**src/rtl/rstwd_pkg.sv**
```systemverilog
package rstwd_pkg;
  typedef enum logic [1:0] {
    MODE_LOW  = 2'd0,
    MODE_HOLD = 2'd1,
    MODE_RUN  = 2'd2
  } supMode_t;

  typedef struct packed {
    logic holdClr;
    logic holdInc;
    logic wdClr;
    logic wdInc;
  } ctrlStrobe_t;

  localparam logic [1:0] SEL_OFF = 2'b11;
endpackage

```
**src/rtl/rstwd_datapath.sv**
```systemverilog
module rstwd_datapath
  import rstwd_pkg::*;
#(
  parameter int HOLD_TICKS  = 250,
  parameter int WD_LONG     = 1400,
  parameter int WD_MID      = 600,
  parameter int WD_SHORT    = 200,
  parameter logic [1:0] DEFAULT_SEL = 2'b00,
  parameter int WD_MAX      = 1400,
  parameter int CNT_W       = 11
) (
  input  logic        clk,
  input  logic        tick,
  input  logic        supplyGood,
  input  logic        kickN,
  input  logic [1:0]  selCode,
  input  logic        selWrite,
  input  ctrlStrobe_t str,
  output logic        holdDone,
  output logic        wdExpired,
  output logic        wdEnabled,
  output logic        kickFall
);
  logic [CNT_W-1:0] holdCnt = '0;
  logic [CNT_W-1:0] wdCnt   = '0;
  logic [CNT_W-1:0] wdLimit;
  logic [1:0]       selReg  = DEFAULT_SEL;
  logic             kickPrev = 1'b0;

  // persistent selection: no clear on supply loss, write blocked in brownout
  always_ff @(posedge clk) begin
    kickPrev <= kickN;
    if (supplyGood && selWrite) selReg <= selCode;
  end

  always_ff @(posedge clk) begin
    if (str.holdClr)      holdCnt <= '0;
    else if (str.holdInc) holdCnt <= holdCnt + 1'b1;
  end

  always_ff @(posedge clk) begin
    if (str.wdClr)      wdCnt <= '0;
    else if (str.wdInc) wdCnt <= wdCnt + 1'b1;
  end

  always_comb begin
    case (selReg)
      2'b00:   wdLimit = CNT_W'(WD_LONG);
      2'b01:   wdLimit = CNT_W'(WD_MID);
      2'b10:   wdLimit = CNT_W'(WD_SHORT);
      default: wdLimit = CNT_W'(WD_MAX);
    endcase
  end

  assign kickFall  = kickPrev && !kickN;
  assign wdEnabled = (selReg != SEL_OFF);
  assign holdDone  = (holdCnt == CNT_W'(HOLD_TICKS - 1));
  assign wdExpired = (wdCnt >= wdLimit - 1'b1);

  AST_KICK_RESTART: assert property (@(posedge clk) disable iff (!supplyGood)
    kickFall |=> (wdCnt == '0));
  AST_WD_BOUND: assert property (@(posedge clk) disable iff (!supplyGood)
    wdCnt < CNT_W'(WD_MAX));
  AST_SEL_KEPT: assert property (@(posedge clk)
    !supplyGood |=> $stable(selReg));
  AST_IDLE_IN_RESET: assert property (@(posedge clk)
    !supplyGood |=> (wdCnt == '0 && holdCnt == '0));
  AST_TICK_GATE: assert property (@(posedge clk)
    !tick |-> (!str.holdInc && !str.wdInc));
endmodule

```
**src/rtl/rstwd_control.sv**
```systemverilog
module rstwd_control
  import rstwd_pkg::*;
(
  input  logic        clk,
  input  logic        tick,
  input  logic        supplyGood,
  input  logic        holdDone,
  input  logic        wdExpired,
  input  logic        wdEnabled,
  input  logic        kickFall,
  output ctrlStrobe_t str,
  output logic        resetN
);
  supMode_t mode = MODE_LOW;
  supMode_t nextMode;

  always_comb begin
    str      = '0;
    nextMode = mode;
    if (!supplyGood) begin
      nextMode    = MODE_LOW;
      str.holdClr = 1'b1;
      str.wdClr   = 1'b1;
    end else begin
      case (mode)
        MODE_LOW: begin
          nextMode    = MODE_HOLD;
          str.holdClr = 1'b1;
          str.wdClr   = 1'b1;
        end
        MODE_HOLD: begin
          str.wdClr = 1'b1;
          if (tick) begin
            if (holdDone) begin
              nextMode    = MODE_RUN;
              str.holdClr = 1'b1;
            end else begin
              str.holdInc = 1'b1;
            end
          end
        end
        MODE_RUN: begin
          str.holdClr = 1'b1;
          if (!wdEnabled || kickFall) begin
            str.wdClr = 1'b1;
          end else if (tick) begin
            if (wdExpired) begin
              nextMode  = MODE_HOLD;
              str.wdClr = 1'b1;
            end else begin
              str.wdInc = 1'b1;
            end
          end
        end
        default: nextMode = MODE_LOW;
      endcase
    end
  end

  always_ff @(posedge clk) mode <= nextMode;

  assign resetN = supplyGood && (mode == MODE_RUN);

  AST_SUPPLY_LOW_RESET: assert property (@(posedge clk)
    !supplyGood |-> !resetN);
  AST_RISE_TO_HOLD: assert property (@(posedge clk) disable iff (!supplyGood)
    (mode == MODE_LOW) |=> (mode == MODE_HOLD));
  AST_RELEASE_FROM_HOLD: assert property (@(posedge clk) disable iff (!supplyGood)
    (mode == MODE_RUN) |-> ($past(mode) != MODE_LOW));
  AST_TIMEOUT_TO_HOLD: assert property (@(posedge clk) disable iff (!supplyGood)
    (mode == MODE_RUN && tick && wdEnabled && !kickFall && wdExpired)
      |=> (mode == MODE_HOLD && !resetN));
endmodule

```
**src/rtl/rstwd_supervisor.sv**
```systemverilog
module rstwd_supervisor #(
  parameter int HOLD_TICKS  = 250,
  parameter int WD_LONG     = 1400,
  parameter int WD_MID      = 600,
  parameter int WD_SHORT    = 200,
  parameter logic [1:0] DEFAULT_SEL = 2'b00
) (
  input  logic       clk,
  input  logic       tick,
  input  logic       supplyGood,
  input  logic       kickN,
  input  logic [1:0] selCode,
  input  logic       selWrite,
  output logic       resetN
);
  import rstwd_pkg::*;

  localparam int WD_MAX_A = (WD_LONG > WD_MID) ? WD_LONG : WD_MID;
  localparam int WD_MAX   = (WD_MAX_A > WD_SHORT) ? WD_MAX_A : WD_SHORT;
  localparam int CNT_MAX  = (WD_MAX > HOLD_TICKS) ? WD_MAX : HOLD_TICKS;
  localparam int CNT_W    = $clog2(CNT_MAX + 1);

  ctrlStrobe_t str;
  logic holdDone, wdExpired, wdEnabled, kickFall;

  rstwd_datapath #(
    .HOLD_TICKS(HOLD_TICKS), .WD_LONG(WD_LONG), .WD_MID(WD_MID),
    .WD_SHORT(WD_SHORT), .DEFAULT_SEL(DEFAULT_SEL), .WD_MAX(WD_MAX),
    .CNT_W(CNT_W)
  ) uData (
    .clk(clk), .tick(tick), .supplyGood(supplyGood), .kickN(kickN),
    .selCode(selCode), .selWrite(selWrite), .str(str),
    .holdDone(holdDone), .wdExpired(wdExpired), .wdEnabled(wdEnabled),
    .kickFall(kickFall)
  );

  rstwd_control uCtrl (
    .clk(clk), .tick(tick), .supplyGood(supplyGood), .holdDone(holdDone),
    .wdExpired(wdExpired), .wdEnabled(wdEnabled), .kickFall(kickFall),
    .str(str), .resetN(resetN)
  );
endmodule

```
**config.mk**
```make
export PLATFORM = sky130hd
export DESIGN_NAME = rstwd_supervisor
export DESIGN_NICKNAME = d
export VERILOG_FILES = /design/src/rtl/rstwd_pkg.sv /design/src/rtl/rstwd_datapath.sv /design/src/rtl/rstwd_control.sv /design/src/rtl/rstwd_supervisor.sv
export SDC_FILE = /design/constraint.sdc
export NUM_CORES = 1
export LEC_CHECK = 0
export ABC_AREA = 1
export BUFFER_PORTS_ARGS = -buffer_cell sky130_fd_sc_hd__buf_2
export CAP_MARGIN = 20
export CORE_UTILIZATION = 50
export CTS_BUF_LIST = sky130_fd_sc_hd__clkbuf_4
export CTS_CLUSTER_DIAMETER = 80
export DETAILED_ROUTE_END_ITERATION = 16
export GPL_TIMING_DRIVEN = 0
export PLACE_DENSITY_LB_ADDON = 0.1
export REMOVE_ABC_BUFFERS = 1
export SYNTH_ARGS = -nofsm -noshare
export SYNTH_HDL_FRONTEND = slang
export SYNTH_SLANG_ARGS = --single-unit
```
**constraint.sdc**
```tcl
create_clock -name clk -period 2.37 [get_ports clk]
set_input_delay 0.237 -clock clk [delete_from_list [all_inputs] [get_ports clk]]
set_output_delay 0.237 -clock clk [all_outputs]
set_load 0.005 [all_outputs]
```
==> reports/metrics.csv <==
stage,metric,value,unit
logic_synthesis,synthesis-stage register bit count,27,
critical_path,CP top delay family,simple AND/OR/NAND/NOR gates,
logic_synthesis,Synth Instances,299,
logic_synthesis,Yosys warnings,0,
global_route,largest net degree at the start of global routing,16,
critical_path,kind of critical path,reg -> reg,
clocking,CTS root buffer,clkbuf_4,
die,io pins,8,
finish,Layout Nets,333,
clocking,CTS tree,built,
critical_path,worst-path cell chain,"inv_1, ha_1, inv_1, ha_1, nand2_1, nand2_1, inv_1, nand3_2, nand2_4, nand2_1, nand2_1, nand2_1, nand2_2, nand2_4, nor2_1",
die,Die Y,64.1,um
timing,Final Max Tran Viols,0,
place,# placed instances,345,
drt,post-DR wirelength/cell,11.3,um
drt,total number of vias,1760,
critical_path,buffers and inverters on the worst path,3,
critical_path,required time worst endpoint,2.64,ns
timing,final hold vios,0,
drt,Detailed Route Iter0 Violations,132,
job,Max Cap Violations,0,
timing,f_max,0.460,GHz
timing,final hold slack,0.0744,ns
clocking,CTS Sinks,27,
drt,# DRC,0,
logic_synthesis,Mapped Area,0.00193,mm^2
timing,Tcrit/Tclk final,91.7,%
critical_path,Worst Setup SP,uData.selReg[0],
critical_path,reg2reg setup slack,0.20,ns
finish,"non-filler cells, final",360,
global_route,grt ovf,0,
critical_path,reg-to-reg startpoint,uData.selReg[0],
critical_path,Worst path slowest cell,edfxtp_1,
global_route,initial antenna violation count,0,
critical_path,Worst R2R End,uData.wdCnt[8],
place,DP Worst Slack,-0.219,ns
place,DP HPWL,2750,um
die,Initial Util,52.3,%
die,FP Rows,22,
clocking,CTS buffer count,3,
power_and_ir_drop,maximum VDD drop,434,uV
global_route,vias in the first global route,1524,
drt,drt total wl,4060,um
finish,Area Overhead vs Synth,9.79,%
logic_synthesis,synth unique cells,28,
finish,ANT cells,0,
global_route,first-pass GRT wire length,6320,um
timing,worst slew pin tran,0.804,ns
clocking,Clock Tree Buf Depth,2,
global_route,total global-route track usage,19.3,%
clocking,clock-pin slew on the worst setup and hold paths,0.15,ns
die,DIE WIDTH,64.1,um
drt,Pre-antenna DRT Iters,4,
finish,share of cells above drive strength 1,14.1,%
drt,Final ANT Viol Nets,0,
power_and_ir_drop,P_leak,0.966,nW
critical_path,Crit. End Element,register,
power_and_ir_drop,Power Dens Cells,460,mW/mm^2
timing,Slew headroom,46.2,%
critical_path,CP max FO,6,
critical_path,Worst Setup EP,uData.wdCnt[8],
timing,Worst Skew,0.0113,ns
timing,Final setup viols,0,
critical_path,"Data arrival, critical path",2.45,ns
place,RD Place Congestion,0.826,
drt,Via-to-Cell Ratio,4.89,
critical_path,worst reg2reg path depth,15,
critical_path,Worst path max stage delay,0.47,ns
critical_path,CP startpoint kind,register,
critical_path,most frequent CP cell,nand2_1,
logic_synthesis,sequential area share after synthesis,29.0,%
die,core region area,0.00369,mm^2
clocking,worst-skew pair later-pin latency,0.33,ns
place,Buffers on Ports,7,
logic_synthesis,Mapped Avg Cell Area,6.46,um^2
die,die area,0.00411,mm^2
timing,minimum clock period,2.17,ns
critical_path,logic depth of the worst setup path including buffers,15,
timing,setup ws final,0.196,ns
status,status,"finished, final reports clean",
min_path,hold crit path type,in -> reg,
clocking,H-tree depth,1,
[layout make-up]
class | instances | area [um^2]
Tap cell | 48 | 60.1
Fill cell | 380 | 1570
Multi-Input combinational cell | 218 | 1190
Clock inverter | 1 | 5.00
Inverter | 48 | 180
Sequential cell | 27 | 561
Clock buffer | 3 | 22.5
Timing Repair Buffer | 15 | 97.6
[routing by layer]
metal,vias up,GRT usage (%),routed length (um)
li1,961,-,-
met1,766,21.7,1860
met2,25,36.8,2020
met3,8,3.75,113
met4,0,4.72,65
met5,-,0,0
[cell usage after synthesis]
library cell,count,share of area (%)
nand3b_1,4,1.6
nand2_1,98,19
buf_4,2,0.78
nand3_4,1,0.91
buf_6,2,1.2
a21oi_1,14,3.6
o21ai_0,2,0.52
o21a_1,1,0.39
edfxtp_1,2,3.1
nand4_1,13,4.2
nor3_1,4,1.0
xor2_1,9,4.1
xnor2_1,3,1.4
inv_2,5,0.97
clkbuf_1,1,0.19
ha_1,13,8.4
clkinv_1,1,0.19
nand2_2,2,0.65
a21oi_2,1,0.45
nand3_1,8,2.1
nor2_8,1,1.0
nor2_1,34,6.6
nor2_2,5,1.6
inv_1,42,8.2
buf_2,4,1.0
or2_2,1,0.32
dfxtp_1,25,26
nand3_2,1,0.52
[flip-flops by register name, summed over array words and instances (netlist names)]
signal          count
uCtrl.mode          2
uData.holdCnt      11
uData.selReg        2
uData.kickPrev      1
uData.wdCnt        11
[cells in the final DEF, fill, tap and decap left out, types with 3 or more instances in the layout]
cell type / instances
a21oi_1: 14
buf_2: 7
buf_4: 7
clkbuf_4: 3
dfxtp_1: 25
ha_1: 13
inv_1: 42
inv_2: 5
nand2_1: 96
nand2_2: 3
nand2_4: 3
nand3_1: 7
nand3_2: 3
nand3b_1: 4
nand4_1: 13
nor2_1: 32
nor2_2: 6
nor3_1: 4
xnor2_1: 3
xor2_1: 9
[what timing repair did]
| item | in CTS | in global routing |
|---|---|---|
| hold buffers | 1 | 0 |
| cloned | 0 | 3 |
| endpoints found under the hold margin | 1 | 0 |
| resized for setup | 2 | 9 |
| endpoints found under the setup margin | 11 | 11 |
| buffers inserted | 0 | 7 |
| pin swaps | 0 | 4 |
[worst min-delay path by stage]
stage | slack, ns | depth (start not counted) | startpoint | endpoint
6_report | 0.07 | 1 | selCode[1] | uData.selReg[1]
5_1_grt | 0.04 | 1 | selCode[1] | uData.selReg[1]
2_1_floorplan | 0.26 | 0 | kickN | uData.kickPrev
3_3_place_gp | 0.35 | 1 | kickN | uData.kickPrev
3_5_place_dp | 0.36 | 1 | kickN | uData.kickPrev
4_1_cts | 0.06 | 1 | selCode[1] | uData.selReg[1]
[where the power goes]
part	total (W)	switching [W]	internal [W]
logic	0.000265	0.000185	0.0000800
clock network	0.000207	0.000144	0.0000634
registers	0.000503	0.0000210	0.000482
total	0.000975	0.000349	0.000626
[stage by stage]
| step | utilization [%] | setup TNS (ns) | cell area, um^2 | power (W) |
|---|---|---|---|---|
| final | 57.5 | 0 | 2120 | 0.000975 |
| after global routing | 57.5 | -0.250 | 2120 | 0.00105 |
| after CTS | 54.4 | 0 | 2010 | 0.000969 |
| after detailed placement | 53.3 | -2.18 | 1960 | 0.000752 |
| after global placement | 53.3 | -1.64 | 1960 | 0.000748 |
| after floorplan | - | 0 | 1870 | 0.000692 |
[logic make-up after synthesis]
family / Yosys count / synth area share, %
adder cells (fa/ha/maj): 13 / 8.43
XOR/XNOR: 12 / 5.44
AO/OA/AOI/OAI: 18 / 4.99
buffers and inverters: 57 / 12.5
AND/OR/NAND/NOR: 172 / 39.6
flip-flops: 27 / 29.0
(Power assumes the default switching activity.)
